File: src/rtl/perfmon_pkg.sv
package perfmon_pkg;
  localparam int SEL_W = 8;
  localparam int NUM_EVT_CTR = 2;
  localparam logic [SEL_W-1:0] CODE_STOP = 8'h20;
  localparam logic [SEL_W-1:0] CODE_ALWAYS = 8'hFF;
  // control word bit positions (decoded by software)
  localparam int B_EN = 0;
  localparam int B_EVT_RST = 1;
  localparam int B_CYC_RST = 2;
  localparam int B_DIV = 3;
  localparam int B_IEN = 4;   // 4 + counter slot
  localparam int B_OVF = 8;   // 8 + counter slot
  localparam int B_SEL1 = 12;
  localparam int B_SEL0 = 20;

  // strobes from the control half to the counter half
  typedef struct packed {
    logic countEn;
    logic divEn;
    logic cycClr;
    logic evtClr;
    logic cycWr;
    logic [NUM_EVT_CTR-1:0] evtWr;
  } ctrlStrobes_t;
endpackage

File: src/rtl/perfmon_ctrl.sv
module perfmon_ctrl
  import perfmon_pkg::*;
#(
  parameter int DATA_W = 32
) (
  input  logic clk,
  input  logic rstN,
  input  logic [1:0] regSel,
  input  logic regWrEn,
  input  logic [DATA_W-1:0] regWrData,
  input  logic cycWrap,
  input  logic [NUM_EVT_CTR-1:0] evtWrap,
  output ctrlStrobes_t strobes,
  output logic [NUM_EVT_CTR-1:0][SEL_W-1:0] evtSel,
  output logic [DATA_W-1:0] ctrlWord,
  output logic irq
);
  localparam int NSLOT = NUM_EVT_CTR + 1; // slot NUM_EVT_CTR is the cycle counter

  logic enReg, divReg, evtRstPend, cycRstPend;
  logic [NSLOT-1:0] ienReg, ovfReg, wrapVec;
  logic ctrlWr;

  assign ctrlWr = regWrEn && (regSel == 2'd0);
  assign wrapVec = {cycWrap, evtWrap};

  always_ff @(posedge clk or negedge rstN) begin
    if (!rstN) begin
      enReg <= 1'b0;
      divReg <= 1'b0;
      ienReg <= '0;
      evtSel[0] <= CODE_STOP;
      evtSel[1] <= CODE_STOP;
      evtRstPend <= 1'b0;
      cycRstPend <= 1'b0;
    end else begin
      evtRstPend <= ctrlWr && regWrData[B_EVT_RST];
      cycRstPend <= ctrlWr && regWrData[B_CYC_RST];
      if (ctrlWr) begin
        enReg <= regWrData[B_EN];
        divReg <= regWrData[B_DIV];
        ienReg <= regWrData[B_IEN +: NSLOT];
        evtSel[0] <= regWrData[B_SEL0 +: SEL_W];
        evtSel[1] <= regWrData[B_SEL1 +: SEL_W];
      end
    end
  end

  // sticky flags: a wrap wins over a same-edge clear
  for (genvar i = 0; i < NSLOT; i++) begin : g_flag
    always_ff @(posedge clk or negedge rstN) begin
      if (!rstN) ovfReg[i] <= 1'b0;
      else ovfReg[i] <= wrapVec[i] | (ovfReg[i] & ~(ctrlWr & regWrData[B_OVF + i]));
    end
  end

  assign irq = |(ovfReg & ienReg);

  always_comb begin
    ctrlWord = '0;
    ctrlWord[B_EN] = enReg;
    ctrlWord[B_DIV] = divReg;
    ctrlWord[B_IEN +: NSLOT] = ienReg;
    ctrlWord[B_OVF +: NSLOT] = ovfReg;
    ctrlWord[B_SEL1 +: SEL_W] = evtSel[1];
    ctrlWord[B_SEL0 +: SEL_W] = evtSel[0];
  end

  always_comb begin
    strobes.countEn = enReg;
    strobes.divEn = divReg;
    strobes.cycClr = cycRstPend;
    strobes.evtClr = evtRstPend;
    strobes.cycWr = regWrEn && (regSel == 2'd1);
    for (int i = 0; i < NUM_EVT_CTR; i++)
      strobes.evtWr[i] = regWrEn && (regSel == 2'(i + 2));
  end
endmodule

File: src/rtl/perfmon_datapath.sv
module perfmon_datapath
  import perfmon_pkg::*;
#(
  parameter int CNT_W = 32,
  parameter int NUM_EVENTS = 24,
  parameter int DIV_LOG2 = 6
) (
  input  logic clk,
  input  logic rstN,
  input  ctrlStrobes_t strobes,
  input  logic [CNT_W-1:0] wrData,
  input  logic [NUM_EVT_CTR-1:0][SEL_W-1:0] evtSel,
  input  logic [NUM_EVENTS-1:0] eventsIn,
  output logic [CNT_W-1:0] cycCnt,
  output logic [NUM_EVT_CTR-1:0][CNT_W-1:0] evtCnt,
  output logic cycWrap,
  output logic [NUM_EVT_CTR-1:0] evtWrap
);
  logic [DIV_LOG2-1:0] prescale;
  logic cycTick, cycInc;

  assign cycTick = strobes.countEn && (!strobes.divEn || (&prescale));
  assign cycInc = cycTick && !strobes.cycWr && !strobes.cycClr;
  assign cycWrap = cycInc && (&cycCnt);

  always_ff @(posedge clk or negedge rstN) begin
    if (!rstN) prescale <= '0;
    else if (strobes.cycClr) prescale <= '0;
    else if (strobes.countEn) prescale <= prescale + 1'b1;
  end

  always_ff @(posedge clk or negedge rstN) begin
    if (!rstN) cycCnt <= '0;
    else if (strobes.cycWr) cycCnt <= wrData;
    else if (strobes.cycClr) cycCnt <= '0;
    else if (cycTick) cycCnt <= cycCnt + 1'b1;
  end

  for (genvar c = 0; c < NUM_EVT_CTR; c++) begin : g_evt
    logic hit, inc;
    always_comb begin
      hit = 1'b0;
      for (int j = 0; j < NUM_EVENTS; j++)
        if (evtSel[c] == SEL_W'(j)) hit = eventsIn[j];
      if (evtSel[c] == CODE_ALWAYS) hit = 1'b1;
      if (evtSel[c] == CODE_STOP) hit = 1'b0;
    end
    assign inc = strobes.countEn && hit && !strobes.evtWr[c] && !strobes.evtClr;
    assign evtWrap[c] = inc && (&evtCnt[c]);

    always_ff @(posedge clk or negedge rstN) begin
      if (!rstN) evtCnt[c] <= '0;
      else if (strobes.evtWr[c]) evtCnt[c] <= wrData;
      else if (strobes.evtClr) evtCnt[c] <= '0;
      else if (inc) evtCnt[c] <= evtCnt[c] + 1'b1;
    end
  end
endmodule

File: src/rtl/perfmon_unit.sv
module perfmon_unit
  import perfmon_pkg::*;
#(
  parameter int DATA_W = 32,
  parameter int CNT_W = 32,
  parameter int NUM_EVENTS = 24,
  parameter int DIV_LOG2 = 6
) (
  input  logic clk,
  input  logic rstN,
  input  logic [1:0] regSel,
  input  logic regWrEn,
  input  logic [DATA_W-1:0] regWrData,
  output logic [DATA_W-1:0] regRdData,
  input  logic [NUM_EVENTS-1:0] eventsIn,
  output logic irq
);
  ctrlStrobes_t strobes;
  logic [NUM_EVT_CTR-1:0][SEL_W-1:0] evtSel;
  logic [DATA_W-1:0] ctrlWord;
  logic [CNT_W-1:0] cycCnt;
  logic [NUM_EVT_CTR-1:0][CNT_W-1:0] evtCnt;
  logic cycWrap;
  logic [NUM_EVT_CTR-1:0] evtWrap;

  perfmon_ctrl #(.DATA_W(DATA_W)) ctrl_i (
    .clk(clk), .rstN(rstN), .regSel(regSel), .regWrEn(regWrEn),
    .regWrData(regWrData), .cycWrap(cycWrap), .evtWrap(evtWrap),
    .strobes(strobes), .evtSel(evtSel), .ctrlWord(ctrlWord), .irq(irq)
  );

  perfmon_datapath #(.CNT_W(CNT_W), .NUM_EVENTS(NUM_EVENTS), .DIV_LOG2(DIV_LOG2)) dp_i (
    .clk(clk), .rstN(rstN), .strobes(strobes), .wrData(regWrData[CNT_W-1:0]),
    .evtSel(evtSel), .eventsIn(eventsIn), .cycCnt(cycCnt), .evtCnt(evtCnt),
    .cycWrap(cycWrap), .evtWrap(evtWrap)
  );

  always_comb begin
    regRdData = '0;
    case (regSel)
      2'd0: regRdData = ctrlWord;
      2'd1: regRdData[CNT_W-1:0] = cycCnt;
      2'd2: regRdData[CNT_W-1:0] = evtCnt[0];
      default: regRdData[CNT_W-1:0] = evtCnt[1];
    endcase
  end
endmodule

File: config.mk
export PLATFORM = sky130hd
export DESIGN_NAME = perfmon_unit
export DESIGN_NICKNAME = d
export VERILOG_FILES = /design/src/rtl/perfmon_pkg.sv /design/src/rtl/perfmon_ctrl.sv /design/src/rtl/perfmon_datapath.sv /design/src/rtl/perfmon_unit.sv
export SDC_FILE = /design/constraint.sdc
export NUM_CORES = 1
export LEC_CHECK = 0
export BUFFER_PORTS_ARGS = -buffer_cell sky130_fd_sc_hd__buf_2
export CAP_MARGIN = 40
export CORE_UTILIZATION = 25
export DETAILED_ROUTE_END_ITERATION = 10
export GPL_ROUTABILITY_DRIVEN = 0
export PLACE_DENSITY_LB_ADDON = 0.05
export SYNTH_ARGS = -nofsm -noshare
export SYNTH_HDL_FRONTEND = slang
export SYNTH_SLANG_ARGS = --single-unit
File: constraint.sdc
create_clock -name clk -period 2.2 [get_ports clk]
set_input_delay 0.22 -clock clk [delete_from_list [all_inputs] [get_ports clk]]
set_output_delay 0.22 -clock clk [all_outputs]
set_load 0.05 [all_outputs]
# After elaboration in Yosys (flattened, before gate mapping)
# Cells that the tools add are included.
dict set report classes {
  n_addsub 4
  n_eq_ne 53
  muxes 64
  n_bitwise 13
  reduce_logical 37
}
# op n
set ops {}
lappend ops {{$mux W32} 9}
lappend ops {{$eq A8 B4 Y1 const B} 16}
lappend ops {{$eq A8 B5 Y1 const B} 16}
lappend ops {{$add A32 B1 Y32 const B} 3}
lappend ops {{$pmux W32 S3} 1}
lappend ops {{$reduce_and A32 Y1} 3}
lappend ops {{$eq A8 B3 Y1 const B} 8}
lappend ops {{$mux W1} 52}
lappend ops {{$eq A8 B2 Y1 const B} 4}
lappend ops {{$logic_and A1 B1 Y1} 18}
lappend ops {{$eq A8 B1 Y1 const B} 2}
lappend ops {{$eq A8 B6 Y1 const B} 2}
lappend ops {{$eq A8 B8 Y1 const B} 2}
lappend ops {{$logic_not A8 Y1} 2}
lappend ops {{$mux W6} 2}
lappend ops {{$reduce_bool A3 Y1} 3}
lappend ops {{$add A6 B1 Y6 const B} 1}
lappend ops {{$and A1 B1 Y1} 6}
lappend ops {{$logic_not A1 Y1} 6}
lappend ops {{$reduce_and A6 Y1} 1}
lappend ops {{$eq A2 B2 Y1 const B} 2}
lappend ops {{$and A3 B3 Y3} 1}
lappend ops {{$not A1 Y1} 3}
lappend ops {{$or A1 B1 Y1} 3}
lappend ops {{5 further kinds} 5}
dict set report totals {
  register_bits 128
  input_bits 61
  out_inout_bits 33
  wordCells 185
}

# Depth between registers and ports, before layout
dict set report depth {
  depth_word 33
  depth_mapped 11
}

# By module
# Synthesis repeated with hierarchy kept, for this count alone.
dict set report unflattened {
  cells_unflattened 1006
  hier_area_um2 9023.7
}
# module instances cells_each area_per_inst_um2
set by_module_without_submodules {}
lappend by_module_without_submodules {perfmon_datapath 1 869 6896.6}
lappend by_module_without_submodules {perfmon_ctrl 1 98 1312.5}
lappend by_module_without_submodules {perfmon_unit 1 39 814.5}

# Worst setup path after synthesis
# OpenSTA, ideal clock, no wires.
dict set report synth_timing {
  kind {register to register}
  startpoint {register ctrl_i.evtSel, in the netlist ctrl_i.ctrlWord[20]}
  endpoint {register dp_i.evtCnt[20] in the netlist's numbering}
  setup_ps 118
  t_arrival_ps 2168
  slack_ps -87
  path_stages_with_launch 9
  n_path_buf 2
  period_less_slack_ps 2287
  path_cell_list {dfrtp_1 > buf_6 > mux4_2 > a32o_1 > a211o_4 > a21oi_4 > buf_6 > a22oi_1 > o2bb2a_4}
}
dict set report synth_between {
  elab_chain_len 31
  elab_cells_between_ends 56
  cone_classes {25 x eq/ne; 26 x mux; 5 x reduce/logical}
}
# item line_no
set synth_lines {}
lappend synth_lines {{from (decl)} perfmon_ctrl.sv:14} ;# output logic [NUM_EVT_CTR-1:0][SEL_W-1:0] evtSel,
lappend synth_lines {{$logic_not A8 Y1} perfmon_datapath.sv:44} ;# if (evtSel[c] == SEL_W'(j)) hit = eventsIn[j];
lappend synth_lines {{$mux W1 (24 in series)} perfmon_datapath.sv:44}
lappend synth_lines {{$mux W1} perfmon_datapath.sv:45} ;# if (evtSel[c] == CODE_ALWAYS) hit = 1'b1;
lappend synth_lines {{$mux W1 (*)} perfmon_datapath.sv:46} ;# if (evtSel[c] == CODE_STOP) hit = 1'b0;
lappend synth_lines {{$logic_and A1 B1 Y1 (*) (3 in series)} perfmon_datapath.sv:48} ;# assign inc = strobes.countEn && hit && !strobes.evtWr[c] && !strobes.evtClr;
lappend synth_lines {{$reduce_bool A3 Y1 (no source line) (*)} --}
lappend synth_lines {{to (signal, indexed assignment)} perfmon_datapath.sv:53} ;# else if (strobes.evtWr[c]) evtCnt[c] <= wrData;
lappend synth_lines {{to (signal, indexed assignment)} perfmon_datapath.sv:55} ;# else if (inc) evtCnt[c] <= evtCnt[c] + 1'b1;
lappend synth_lines {{to (decl)} perfmon_datapath.sv:15} ;# output logic [NUM_EVT_CTR-1:0][CNT_W-1:0] evtCnt,
# Every way passes the cells marked *; elsewhere a longest branch is shown, timed or not.
# A chain may end at the register's enable or synchronous reset.

# Worst setup path after layout
dict set report layout_timing {
  startpoint {register ctrl_i.evtSel, in the netlist ctrl_i.ctrlWord[20]}
  endpoint {register dp_i.evtCnt[14] in the netlist's numbering}
}
# The elaborated chain is that of the path after synthesis.

==> flow_summary_export.csv <==
group,metric,value,unit
global_routing,antenna_found_initial,2,
layout,layout-drive-gt1-share,0.391,
run_status,violations,"setup timing",
timing,finalWorstSetupSlack,-0.220,ns
worst_setup_path,path_delay_family,"compound AO/OA/AOI/OAI gates",
detailed_routing,antenna_left,0,
worst_setup_path,critical_path_class,"reg -> reg",
synth,async_flop_share,1.00,
detailed_routing,vias,9415,
placement,dpl.cell_count,1711,
worst_setup_path,worstPathCellList,"mux4_2, a32o_1, a211o_4, buf_6, a21o_4, o31ai_2, a31oi_1",
timing,rsz0062_at_grt,"true",
clocking,tritoncts,"yes",
hold_path,hp-class,"in -> reg",
detailed_routing,drt_iter0_drc,572,
worst_setup_path,worst-r2r-setup-slack,-0.22,ns
power_and_ir_drop,p_per_area,732,nW/um2
synth,synth.distinct_cells,78,
timing,worstMarginPinSlew,0.698,ns
worst_setup_path,critPathBufInv,1,
synth,ys.flop_type,"dfrtp_1",
worst_setup_path,critPathArrivalTime,2.74,ns
global_routing,grt_overflow,0,
global_routing,grt_use_met2,0.389,
worst_setup_path,critPathRequiredTime,2.52,ns
placement,dp_hpwl,34000,um
worst_setup_path,critPathMaxStageDelay,0.52,ns
layout,n_antenna_cell,0,
floorplan,die_h,192,um
worst_setup_path,cp-start-kind,"register",
synth,yosysSeqAreaShare,0.357,
layout,stdcell_count,1755,
synth,ys_warn_count,0,
power_and_ir_drop,p_leak,0.00538,uW
global_routing,grt_max_degree,55,
clocking,clk_path_buf_depth,2,
clocking,numClockSinks,128,
global_routing,grtUsageMet3,0.0426,
floorplan,die_w,192,um
worst_setup_path,endpoint_kind,"register",
global_routing,grt_use_total,0.247,
clocking,clkTransAtPathRegs,0.06,ns
timing,post-route-period-util,1.10,
layout,layout.nets,1348,
synth,synth_area,8990,um2
timing,maxSlewHeadroom,0.534,
worst_setup_path,critical_path.slowest_cell,"mux4_2",
floorplan,rows,69,
floorplan,dieArea,36700,um2
run_status,status,"finished, violations left",
worst_setup_path,crit_fanout,7,
global_routing,grt_pass1_wl,64600,um
clocking,root_buffer,"clkbuf_16",
placement,io_buffers,93,
timing,finalHoldViolCount,0,
timing,finClkSkew,0.0125,ns
synth,synth-seq-cells,128,
placement,postPlaceCellArea,11400,um2
layout,area_growth,40.8,%
power_and_ir_drop,p_total,9260,uW
timing,min_period,2.42,ns
global_routing,gr-usage-met1,0.338,
detailed_routing,drtPass1Iterations,5,
clocking,insertion_delay,0.45,ns
synth,syn_nets,1088,
floorplan,io_pins,94,
clocking,numCtsBuffers,17,
synth,avgSynthCellArea,8.79,um2
timing,drv_slew,0,
run,cap_violations,0,
layout,fin_area,12700,um2
power_and_ir_drop,ir_worst_vdd,596,uV
floorplan,initial_core_util,0.253,
clocking,cts_max_level,4,
global_routing,grt_pass1_vias,9412,
timing,final-setup-viol-count,65,
placement,place_ws,-0.433,ns
detailed_routing,avgViaCountPerCell,5.36,
synth,synth_cells,1023,
timing,clock.fmax,413,MHz
detailed_routing,drc,0,
timing,hold_ws,0.0800,ns
floorplan,core,35500,um2
detailed_routing,wire_per_inst,25.3,um
synth,synth-edff-count,0,
detailed_routing,drt_wl_total,44400,um
global_routing,grt.busiest_layer,"met2",
-- synthesized netlist by cell type, drive strengths merged (7+ instances only) --
cell type / n / area (um2)
nand4: 36 / 238
and4: 7 / 61.3
nor4: 8 / 71.3
a2bb2oi: 8 / 70.1
mux4: 29 / 657
nand3: 62 / 310
xor2: 14 / 123
dfrtp: 126 / 3150
clkbuf: 44 / 168
a21oi: 94 / 482
a31oi: 13 / 81.3
nor3: 27 / 156
a21o: 7 / 60.1
mux2i: 13 / 130
o21ai: 75 / 375
o31ai: 19 / 143
and2: 15 / 93.8
a22o: 12 / 105
mux2: 26 / 293
xnor2: 12 / 105
buf: 26 / 165
and3: 25 / 156
nor2: 52 / 198
inv: 16 / 60.1
nor3b: 7 / 52.6
nand2: 155 / 594
-- state kept, by name (all words and copies together) (netlist names) --
signal	cells
dp_i.prescale	6
ctrl_i.ienReg	3
ctrl_i.evtRstPend	1
ctrl_i.cycRstPend	1
ctrl_i.ctrlWord	19
dp_i.cycCnt	32
ctrl_i.divReg	1
dp_i.evtCnt	64
ctrl_i.enReg	1
-- final timing paths --
path	start	endpoint	cells past startpoint
hold reg to reg	ctrl_i.ctrlWord[10]	ctrl_i.ctrlWord[10]	2
setup reg to reg	ctrl_i.ctrlWord[20]	dp_i.evtCnt[14]	7
setup / recovery	ctrl_i.ctrlWord[20]	dp_i.evtCnt[14]	7
hold / removal	regWrData[30]	dp_i.evtCnt[62]	3
min in group asynchronous	rstN	ctrl_i.ctrlWord[20]	2
max in group asynchronous	rstN	dp_i.cycCnt[29]	3
-- routing by layer --
layer  wire, um  vias to the layer above
li1           -                     4362
met1      20600                     4743
met2      20400                      260
met3       2230                       50
met4       1230                        0
met5          0                        -
-- cells in the final DEF, fill, tap and decap left out, types with 23 or more instances in the layout --
cell       n
buf_2     93
mux2_2    26
o21ai_0   60
mux4_2    28
a21oi_1   78
nor2_1    43
and3_1    23
buf_4    184
dfrtp_1  119
nand4_1   34
nand2_1  151
nand3_1   55
-- worst min-delay path, cell delays in order --
cell and delay (ns):
buf_2 0.15, nand2_1 0.06, o21ai_1 0.05
-- layout make-up --
class,count,area [um2]
clock buffers,23,478
clock inverters,7,37.5
fillers,3706,22800
inverters,16,60.1
multi-input cells,810,5960
flip-flops and latches,128,3210
well taps,461,577
repair buffers,310,2320
-- logic make-up after synthesis --
family | synth area share
AOI/OAI and AO/OA | 0.213
xor gates and xnor gates | 0.0253
adders and majority gates | 0.00557
buffers and inverters | 0.0437
DFF | 0.357
muxes | 0.120
and+or+nand+nor | 0.235
-- through the flow --
stage	util	TNS, ns
3_3_place_gp	0.322	-15.76
6_report	0.357	-8.22
2_1_floorplan	-	-0.338
3_5_place_dp	0.322	-15.87
5_1_grt	0.357	-13.55
4_1_cts	0.351	-9.67
-- what timing repair did --
action | in CTS | in global routing
resized for setup | 99 | 42
gates cloned | 3 | 0
hold endpoints to repair | 48 | 0
pin swaps | 40 | 20
setup buffers | 4 | 7
hold buffers | 1 | 0
setup endpoints to repair | 66 | 72
-- power breakdown --
part / internal, uW / switching [uW]
clock network: 1500 / 1140
logic: 1450 / 1990
registers: 2730 / 453
Power figures use the tool's default switching activity.
